## src/rtl/smbus_pkg.sv

```systemverilog
package smbus_pkg;
  localparam int ADDR_W     = 7;
  localparam int DIV_W      = 9;
  localparam int DATA_W     = 16;
  localparam int EN_BIT     = 0;
  localparam int WIDE_BIT   = 1;
  localparam int SLV_LO     = 3;
  localparam int DIV_LO     = 10;
  localparam int MASK_BIT   = 22;
  localparam int COMPAT_BIT = 23;
  localparam int RADDR_LO   = 16;
  localparam int RD_BIT     = 24;
  localparam logic [31:0] CFG_KEEP = 32'h3
    | (((32'd1 << ADDR_W) - 1) << SLV_LO)
    | (((32'd1 << DIV_W) - 1) << DIV_LO)
    | (32'd1 << MASK_BIT) | (32'd1 << COMPAT_BIT);
  localparam logic [1:0] RA_CFG = 2'd0, RA_CMD = 2'd1, RA_IST = 2'd2, RA_IMASK = 2'd3;

  typedef enum logic [1:0] {OP_START, OP_STOP, OP_WRITE, OP_READ} bus_op_e;

  typedef struct packed {
    bus_op_e    op;
    logic [7:0] data;
    logic       last;   // read: answer with no-acknowledge
  } bus_cmd_t;
endpackage

```

## src/rtl/smbus_tick.sv

```systemverilog
module smbus_tick import smbus_pkg::*; (
  input  logic             clk,
  input  logic             rst_n,
  input  logic             restart,
  input  logic [DIV_W-1:0] div,
  output logic             tick
);
  logic [DIV_W-1:0] cnt, lim;
  assign lim  = (div == '0) ? DIV_W'(1) : div;
  assign tick = (cnt >= lim);

  always_ff @(posedge clk or negedge rst_n) begin
    if (!rst_n)                cnt <= '0;
    else if (restart || tick)  cnt <= '0;
    else                       cnt <= cnt + 1'b1;
  end

  // a half period is never shorter than two cycles
  a_r10_tick_spacing: assert property (@(posedge clk) disable iff (!rst_n)
    tick |=> !tick);
endmodule

```

## src/rtl/smbus_bit_engine.sv

```systemverilog
module smbus_bit_engine import smbus_pkg::*; (
  input  logic       clk,
  input  logic       rst_n,
  input  logic       cmd_valid,
  output logic       cmd_ready,
  input  bus_cmd_t   cmd,
  input  logic       tick,
  output logic       restart,
  output logic       rsp_valid,
  output logic [7:0] rsp_data,
  output logic       rsp_ack,
  output logic       scl_drive,
  output logic       sda_drive,
  input  logic       sda_in
);
  logic       busy, last, scl_q, sda_i, sda_q, ack_q;
  bus_op_e    op;
  logic [1:0] ph;
  logic [3:0] bitn;
  logic [7:0] sh;
  logic       is_byte;

  assign cmd_ready = !busy;
  assign restart   = cmd_valid && !busy;
  assign is_byte   = (op == OP_WRITE) || (op == OP_READ);
  assign rsp_data  = sh;
  assign rsp_ack   = ack_q;
  assign scl_drive = scl_q;
  assign sda_drive = sda_q;

  always_ff @(posedge clk or negedge rst_n) begin
    if (!rst_n) begin
      busy <= 1'b0; last <= 1'b0; scl_q <= 1'b0; sda_i <= 1'b0; sda_q <= 1'b0;
      ack_q <= 1'b0; op <= OP_START; ph <= '0; bitn <= '0; sh <= '0; rsp_valid <= 1'b0;
    end else begin
      rsp_valid <= 1'b0;
      sda_q     <= sda_i;          // data moves one cycle after the clock edge
      if (cmd_valid && !busy) begin
        busy  <= 1'b1;
        op    <= cmd.op;
        ph    <= '0;
        bitn  <= '0;
        sh    <= cmd.data;
        last  <= cmd.last;
        scl_q <= 1'b1;
        case (cmd.op)
          OP_START: sda_i <= 1'b0;
          OP_STOP:  sda_i <= 1'b1;
          OP_WRITE: sda_i <= ~cmd.data[7];
          default:  sda_i <= 1'b0;
        endcase
      end else if (busy && tick) begin
        if (!is_byte) begin
          if (ph == 2'd0) begin
            ph <= 2'd1; scl_q <= 1'b0;
          end else if (ph == 2'd1) begin
            ph <= 2'd2; sda_i <= (op == OP_START);
          end else begin
            busy <= 1'b0; rsp_valid <= 1'b1;
          end
        end else if (ph == 2'd0) begin
          ph <= 2'd1; scl_q <= 1'b0;
        end else begin
          if (bitn < 4'd8) sh <= {sh[6:0], sda_in};
          else             ack_q <= !sda_in;
          if (bitn == 4'd8) begin
            busy <= 1'b0; rsp_valid <= 1'b1;
          end else begin
            ph    <= 2'd0;
            bitn  <= bitn + 1'b1;
            scl_q <= 1'b1;
            if (bitn < 4'd7) sda_i <= (op == OP_WRITE) ? ~sh[6] : 1'b0;
            else             sda_i <= (op == OP_READ) ? ~last : 1'b0;
          end
        end
      end
    end
  end

  // data never moves while SCL is released during a byte
  a_r2_sda_steady_high: assert property (@(posedge clk) disable iff (!rst_n)
    (busy && is_byte && !scl_q && $past(!scl_q)) |-> $stable(sda_q));
  // a finished primitive leaves the engine ready
  a_r2_done_frees: assert property (@(posedge clk) disable iff (!rst_n)
    rsp_valid |-> cmd_ready);
endmodule

```

## src/rtl/smbus_sequencer.sv

```systemverilog
module smbus_sequencer import smbus_pkg::*; (
  input  logic              clk,
  input  logic              rst_n,
  input  logic              launch,
  input  logic [ADDR_W-1:0] slave,
  input  logic [7:0]        l_reg,
  input  logic [DATA_W-1:0] l_data,
  input  logic              l_read,
  input  logic              wide,
  input  logic              compat,
  input  logic              mask_ack,
  output logic              busy,
  output logic              cmd_valid,
  input  logic              cmd_ready,
  output bus_cmd_t          cmd,
  input  logic              rsp_valid,
  input  logic [7:0]        rsp_data,
  input  logic              rsp_ack,
  output logic              done,
  output logic              done_err,
  output logic [DATA_W-1:0] done_data
);
  typedef enum logic [3:0] {ST_IDLE, ST_START, ST_ADDRW, ST_REG, ST_WHI, ST_WLO,
                            ST_MSTOP, ST_RSTART, ST_ADDRR, ST_RHI, ST_RLO, ST_STOP} st_e;
  st_e               state;
  logic              inflight, rd_q, wide_q, compat_q, mask_q, err_q;
  logic [ADDR_W-1:0] slv_q;
  logic [7:0]        reg_q;
  logic [DATA_W-1:0] dat_q, rx_q;
  logic              wr_state, nack;

  assign busy      = (state != ST_IDLE) || done;
  assign cmd_valid = (state != ST_IDLE) && !inflight;
  assign wr_state  = state inside {ST_ADDRW, ST_REG, ST_WHI, ST_WLO, ST_ADDRR};
  assign nack      = wr_state && !rsp_ack && !mask_q;
  assign done_err  = err_q;
  assign done_data = rx_q;

  always_comb begin
    cmd = '{op: OP_WRITE, data: 8'h00, last: 1'b0};
    case (state)
      ST_START, ST_RSTART: cmd.op = OP_START;
      ST_MSTOP, ST_STOP:   cmd.op = OP_STOP;
      ST_ADDRW:            cmd.data = {slv_q, 1'b0};
      ST_REG:              cmd.data = reg_q;
      ST_WHI:              cmd.data = dat_q[15:8];
      ST_WLO:              cmd.data = dat_q[7:0];
      ST_ADDRR:            cmd.data = {slv_q, 1'b1};
      ST_RHI:              cmd.op = OP_READ;
      ST_RLO:              begin cmd.op = OP_READ; cmd.last = 1'b1; end
      default:             cmd.op = OP_STOP;
    endcase
  end

  always_ff @(posedge clk or negedge rst_n) begin
    if (!rst_n) begin
      state <= ST_IDLE; inflight <= 1'b0; rd_q <= 1'b0; wide_q <= 1'b0; compat_q <= 1'b0;
      mask_q <= 1'b0; err_q <= 1'b0; slv_q <= '0; reg_q <= '0; dat_q <= '0; rx_q <= '0;
      done <= 1'b0;
    end else begin
      done <= 1'b0;
      if (state == ST_IDLE) begin
        if (launch) begin
          state <= ST_START; inflight <= 1'b0; err_q <= 1'b0; rx_q <= '0;
          slv_q <= slave; reg_q <= l_reg; dat_q <= l_data; rd_q <= l_read;
          wide_q <= wide; compat_q <= compat; mask_q <= mask_ack;
        end
      end else if (cmd_valid && cmd_ready) begin
        inflight <= 1'b1;
      end else if (rsp_valid) begin
        inflight <= 1'b0;
        if (nack) begin
          err_q <= 1'b1; state <= ST_STOP;
        end else begin
          case (state)
            ST_START:  state <= ST_ADDRW;
            ST_ADDRW:  state <= ST_REG;
            ST_REG:    state <= rd_q ? (compat_q ? ST_MSTOP : ST_RSTART) : (wide_q ? ST_WHI : ST_WLO);
            ST_WHI:    state <= ST_WLO;
            ST_WLO:    state <= ST_STOP;
            ST_MSTOP:  state <= ST_RSTART;
            ST_RSTART: state <= ST_ADDRR;
            ST_ADDRR:  state <= wide_q ? ST_RHI : ST_RLO;
            ST_RHI:    begin rx_q[15:8] <= rsp_data; state <= ST_RLO; end
            ST_RLO:    begin rx_q[7:0] <= rsp_data; state <= ST_STOP; end
            default:   begin state <= ST_IDLE; done <= 1'b1; end
          endcase
        end
      end
    end
  end

  // a refused byte is followed by STOP
  a_r7_nack_to_stop: assert property (@(posedge clk) disable iff (!rst_n)
    (rsp_valid && wr_state && !rsp_ack && !mask_q) |=> (state == ST_STOP));
  // an offered primitive is held until accepted
  a_r2_cmd_hold: assert property (@(posedge clk) disable iff (!rst_n)
    (cmd_valid && !cmd_ready) |=> (cmd_valid && $stable(cmd)));
endmodule

```

## src/rtl/smbus_regs.sv

```systemverilog
module smbus_regs import smbus_pkg::*; (
  input  logic              clk,
  input  logic              rst_n,
  input  logic              wr_en,
  input  logic [1:0]        addr,
  input  logic [31:0]       wdata,
  output logic [31:0]       rdata,
  input  logic              busy,
  input  logic              done,
  input  logic              done_err,
  input  logic [DATA_W-1:0] done_data,
  output logic              launch,
  output logic [31:0]       cfg,
  output logic              irq
);
  logic [DATA_W-1:0] cmd_data;
  logic [7:0]        cmd_reg;
  logic              cmd_rd, wstat, rvalid, err;
  logic [1:0]        ist, imask, ist_clr, ist_set;

  assign launch  = wr_en && (addr == RA_CMD) && cfg[EN_BIT] && !busy;
  assign ist_clr = (wr_en && addr == RA_IST) ? wdata[1:0] : 2'b00;
  assign ist_set = done ? {done_err, 1'b1} : 2'b00;
  assign irq     = |(ist & imask);

  always_comb begin
    case (addr)
      RA_CFG:  rdata = cfg;
      RA_CMD:  rdata = {4'b0, err, rvalid, wstat, cmd_rd, cmd_reg, cmd_data};
      RA_IST:  rdata = {30'b0, ist};
      default: rdata = {30'b0, imask};
    endcase
  end

  always_ff @(posedge clk or negedge rst_n) begin
    if (!rst_n) begin
      cfg <= '0; cmd_data <= '0; cmd_reg <= '0; cmd_rd <= 1'b0; wstat <= 1'b0;
      rvalid <= 1'b0; err <= 1'b0; ist <= '0; imask <= '0;
    end else begin
      ist <= (ist & ~ist_clr) | ist_set;
      if (wr_en && addr == RA_CFG)   cfg <= wdata & CFG_KEEP;
      if (wr_en && addr == RA_IMASK) imask <= wdata[1:0];
      if (launch) begin
        cmd_data <= wdata[DATA_W-1:0];
        cmd_reg  <= wdata[RADDR_LO +: 8];
        cmd_rd   <= wdata[RD_BIT];
        wstat    <= !wdata[RD_BIT];
        rvalid   <= 1'b0;
        err      <= 1'b0;
      end else if (done) begin
        wstat <= 1'b0;
        err   <= done_err;
        if (cmd_rd && !done_err) begin
          rvalid   <= 1'b1;
          cmd_data <= done_data;
        end
      end
    end
  end

  // the write-pending flag only lives inside a transaction
  a_r4_wstat_busy: assert property (@(posedge clk) disable iff (!rst_n)
    wstat |-> busy);
  // command writes while busy leave the fields alone
  a_r11_busy_ignore: assert property (@(posedge clk) disable iff (!rst_n)
    (wr_en && addr == RA_CMD && busy && !done) |=>
      ($stable(cmd_data) && $stable(cmd_reg) && $stable(cmd_rd)));
  // completion raises the done status bit
  a_r9_done_flag: assert property (@(posedge clk) disable iff (!rst_n)
    done |=> ist[0]);
endmodule

```

## src/rtl/smbus_byte_master.sv

```systemverilog
module smbus_byte_master import smbus_pkg::*; (
  input  logic        clk,
  input  logic        rst_n,
  input  logic        reg_wr,
  input  logic [1:0]  reg_addr,
  input  logic [31:0] reg_wdata,
  output logic [31:0] reg_rdata,
  output logic        irq,
  output logic        scl_oe,
  output logic        sda_oe,
  input  logic        sda_in
);
  logic              launch, busy, done, done_err;
  logic [DATA_W-1:0] done_data;
  logic [31:0]       cfg;
  logic              cmd_valid, cmd_ready, tick, restart, rsp_valid, rsp_ack;
  bus_cmd_t          cmd;
  logic [7:0]        rsp_data;

  smbus_regs u_regs (
    .clk(clk), .rst_n(rst_n), .wr_en(reg_wr), .addr(reg_addr), .wdata(reg_wdata),
    .rdata(reg_rdata), .busy(busy), .done(done), .done_err(done_err),
    .done_data(done_data), .launch(launch), .cfg(cfg), .irq(irq));

  smbus_sequencer u_seq (
    .clk(clk), .rst_n(rst_n), .launch(launch),
    .slave(cfg[SLV_LO +: ADDR_W]), .l_reg(reg_wdata[RADDR_LO +: 8]),
    .l_data(reg_wdata[DATA_W-1:0]), .l_read(reg_wdata[RD_BIT]),
    .wide(cfg[WIDE_BIT]), .compat(cfg[COMPAT_BIT]), .mask_ack(cfg[MASK_BIT]),
    .busy(busy), .cmd_valid(cmd_valid), .cmd_ready(cmd_ready), .cmd(cmd),
    .rsp_valid(rsp_valid), .rsp_data(rsp_data), .rsp_ack(rsp_ack),
    .done(done), .done_err(done_err), .done_data(done_data));

  smbus_tick u_tick (
    .clk(clk), .rst_n(rst_n), .restart(restart), .div(cfg[DIV_LO +: DIV_W]), .tick(tick));

  smbus_bit_engine u_eng (
    .clk(clk), .rst_n(rst_n), .cmd_valid(cmd_valid), .cmd_ready(cmd_ready), .cmd(cmd),
    .tick(tick), .restart(restart), .rsp_valid(rsp_valid), .rsp_data(rsp_data),
    .rsp_ack(rsp_ack), .scl_drive(scl_oe), .sda_drive(sda_oe), .sda_in(sda_in));

  // lines are released while nothing is running
  a_r12_idle_released: assert property (@(posedge clk) disable iff (!rst_n)
    (!busy && $past(!busy)) |-> (!scl_oe && !sda_oe));
endmodule

```

## config.mk

```make
export PLATFORM = sky130hd
export DESIGN_NAME = smbus_byte_master
export DESIGN_NICKNAME = d
export VERILOG_FILES = /design/src/rtl/smbus_pkg.sv /design/src/rtl/smbus_tick.sv /design/src/rtl/smbus_bit_engine.sv /design/src/rtl/smbus_sequencer.sv /design/src/rtl/smbus_regs.sv /design/src/rtl/smbus_byte_master.sv
export SDC_FILE = /design/constraint.sdc
export NUM_CORES = 1
export LEC_CHECK = 0
export ABC_AREA = 1
export BUFFER_PORTS_ARGS = -buffer_cell sky130_fd_sc_hd__buf_2
export CORE_ASPECT_RATIO = 1.4
export CORE_MARGIN = 5
export CORE_UTILIZATION = 63
export DETAILED_ROUTE_END_ITERATION = 6
export PLACE_DENSITY = 0.85
export SETUP_SLACK_MARGIN = 0.3
export SLEW_MARGIN = 15
export SYNTH_ARGS = -nofsm -noshare
export SYNTH_HDL_FRONTEND = slang
export SYNTH_SLANG_ARGS = --single-unit
```

## constraint.sdc

```tcl
create_clock -name clk -period 4.3 [get_ports clk]
set_input_delay 0.645 -clock clk [delete_from_list [all_inputs] [get_ports clk]]
set_output_delay 0.645 -clock clk [all_outputs]
set_load 0.02 [all_outputs]
```

==> results_dict.tcl <==
set metrics [dict create \
    post_cts_resize_count 0 \
    htreeDepth 4 \
    rsz0062_at_grt "no" \
    rows 45 \
    ioPinCount 73 \
    power_density_mw_per_mm2 659.0 \
    grt_pass1_vias 5849 \
    die_height_microns 133.0 \
    placed_area_sq_mm 0.007157 \
    die-area_sq_mm 0.01301 \
    yosysSeqAreaShare 0.5223 \
    intPower_uw 3367 \
    clock_path_buffers 2 \
    syn_avg_cell_area_sq_um 8.060 \
    final_nets 952 \
    ys_types 40 \
    worstPathMaxFanout 19 \
    start_kind "input port" \
    total_power_uw 5149 \
    met1_length_microns 6668 \
    timing.rr.start "u_regs.cfg[17]$_DFFE_PN0P_" \
    cts_hold_buffers 0 \
    ir_worst_vdd_mv 0.3036 \
    dp_hpwl_microns 11610 \
    grt_pass1_wl_microns 28300 \
    hold_path.class "input port to asynchronous set/reset pin" \
    ff2ff_setup_slack_ns 1.50 \
    overflow 0 \
    p_comb_frac 0.265 \
    start_util 0.6359 \
    drc_errors 0 \
    design_area_sq_mm 0.007814 \
    max_freq_ghz 0.3454 \
    wl_met3_microns 1093 \
    cts-root-buf "clkbuf_16" \
    worst_pin_slew_ns 0.7775 \
    ys_warn_count 0 \
    synthCells 844 \
    end_kind "primary output" \
    cts_sinks 142 \
    grt_max_degree 75 \
    p_leak_uw 0.004162 \
    cts_buffers 17 \
    diodes 0 \
    die_w_microns 97.83 \
    io_buffers 61 \
    wirelength_microns 17460 \
    setup_viol 0 \
    clkTransAtPathRegs_ns 0.06 \
    wl_per_cell_microns 16.54 \
    post-route-period-util 0.6732 \
    core_area_sq_mm 0.01070 \
    track_usage 0.2754 \
    reg2reg_depth 12 \
    viasPerCell 5.665 \
    post_cts_buffers 0 \
    fin_worst_skew_ns 0.006891 \
    slew_violations 0 \
    pwr-share-clk 0.315 \
    dr.max_layer_used "met4" \
    p_sw_frac 0.3460 \
    hold_viol_final 0 \
    vias 5982 \
    dr.pass1.iters 6 \
    antenna_found_initial 0 \
    p_switching_uw 1782 \
    drive_above_1_share 0.1322 \
    maxCapViolCount 0 \
    gp_congestion 0.9295 \
    mostFrequentLayoutCells "292 x nand2_1, 142 x dfrtp_1, 80 x inv_1" \
    netlist_area_sq_mm 0.006803 \
    r2r-end "u_eng.rsp_data[4]$_DFFE_PN0P_" \
    layout_commonest_cell "nand2_1" \
    cp.required_ns 3.65 \
    ys_ff_latch 142 \
    cts_tree "done" \
    holdWs_ns 0.2250 \
    area_growth_syn_to_layout_pct 14.86 \
    relSlewSlack 0.4811 \
    critPathArrivalTime_ns 2.25 \
    ant_nets 0 \
    insertion_delay_ns 0.42 \
    wl_met2_microns 8957 \
    fin_setup_tns_ns 0 \
    finalCriticalPeriod_ns 2.895 \
    largest-register "u_regs.cfg" \
    timing_worst_setup_path_type "input port to primary output" \
    largest_register_ffs 20 \
    status "completed" \
    drt-initial-drc-count 537 \
    pwr-share-seq 0.420 \
]
==> critical path: stages <==
cell	delay, ns
buf_2	0.13
nor2_1	0.20
clkinv_1	0.52
o21ai_0	0.50
buf_2	0.24
==> cell type report <==
cell class / instances / area, sq um
well taps: 141 / 176.4
clock inverters: 11 / 186.4
inverters: 81 / 304.0
multi-input cells: 593 / 2766
flip-flops and latches: 142 / 3553
clock buffers: 21 / 470.5
fillers: 796 / 2884
repair buffers: 67 / 356.6
==> power by group through the flow <==
stage | sequential (uW) | combinational (uW) | clock (uW)
final | 2160 | 1360 | 1620
after global routing | 2210 | 1550 | 1690
after CTS | 2150 | 1360 | 1630
after detailed placement | 2150 | 1330 | 0
after global placement | 2150 | 1280 | 0
after floorplan | 2060 | 1040 | 0
==> synthesized netlist by cell type <==
library cell	n	share of area
nand2_1	292	0.16
dfrtp_1	142	0.52
inv_1	80	0.044
nor2_1	72	0.040
o21ai_0	66	0.049
nand3_1	49	0.036
a21oi_1	32	0.024
nand4_1	14	0.013
buf_2	13	0.0096
ha_1	12	0.022
clkbuf_1	9	0.0050
o22ai_1	9	0.0083
a21oi_2	7	0.0090
buf_4	5	0.0055
nor3_1	4	0.0029
buf_6	3	0.0050
nand2_4	3	0.0050
nor3b_1	3	0.0033
and3_1	2	0.0018
nand2_2	2	0.0018
nand3_2	2	0.0029
nor2_2	2	0.0018
nor2_4	2	0.0033
nor3_2	2	0.0029
o211ai_1	2	0.0022
a22o_1	1	0.0013
a31oi_1	1	0.00092
buf_12	1	0.0029
clkinv_1	1	0.00055
conb_1	1	0.00055
nand3b_4	1	0.0029
nor4_1	1	0.00092
o2111ai_1	1	0.0013
o21ai_1	1	0.00073
o21ai_2	1	0.0013
o21bai_1	1	0.0011
o31ai_1	1	0.0011
o41ai_1	1	0.0013
or2_2	1	0.00092
xnor2_1	1	0.0013
==> worst max-delay path by stage <==
stage / endpoint / slack, ns / start / cells past startpoint
after detailed placement: reg_rdata[1] / 1.44 / reg_addr[1] / 7
after global placement: reg_rdata[1] / 1.47 / reg_addr[1] / 7
final: reg_rdata[8] / 1.41 / reg_addr[1] / 5
after global routing: u_eng.rsp_data[4]$_DFFE_PN0P_ / 1.23 / u_regs.cfg[17]$_DFFE_PN0P_ / 12
after floorplan: reg_rdata[10] / 1.96 / reg_addr[1] / 4
after CTS: reg_rdata[1] / 1.43 / reg_addr[1] / 7
==> stage by stage <==
step | setup WS [ns] | cells | util
floorplan | 1.964 | 847 | -
global placement | 1.466 | 1024 | 0.6690
detailed placement | 1.442 | 1024 | 0.6690
CTS | 1.435 | 1056 | 0.7304
global route | 1.233 | 1056 | 0.7304
finish | 1.405 | 1056 | 0.7304
==> kinds of logic after synthesis <==
family	after synthesis	share of synthesized area
simple gates	452	0.2805
flops	142	0.5223
compound gates	124	0.1006
buf+inv	112	0.07265
fa+ha+maj	12	0.02207
xor+xnor	1	0.001288
other cells	1	0.0005512
==> layer usage <==
metal | vias up | track usage
li1 | 2818 | -
met5 | - | 0
met1 | 2867 | 0.3311
met3 | 53 | 0.05538
met4 | 0 | 0.1370
met2 | 244 | 0.4686
Power figures use the tool's default switching activity.
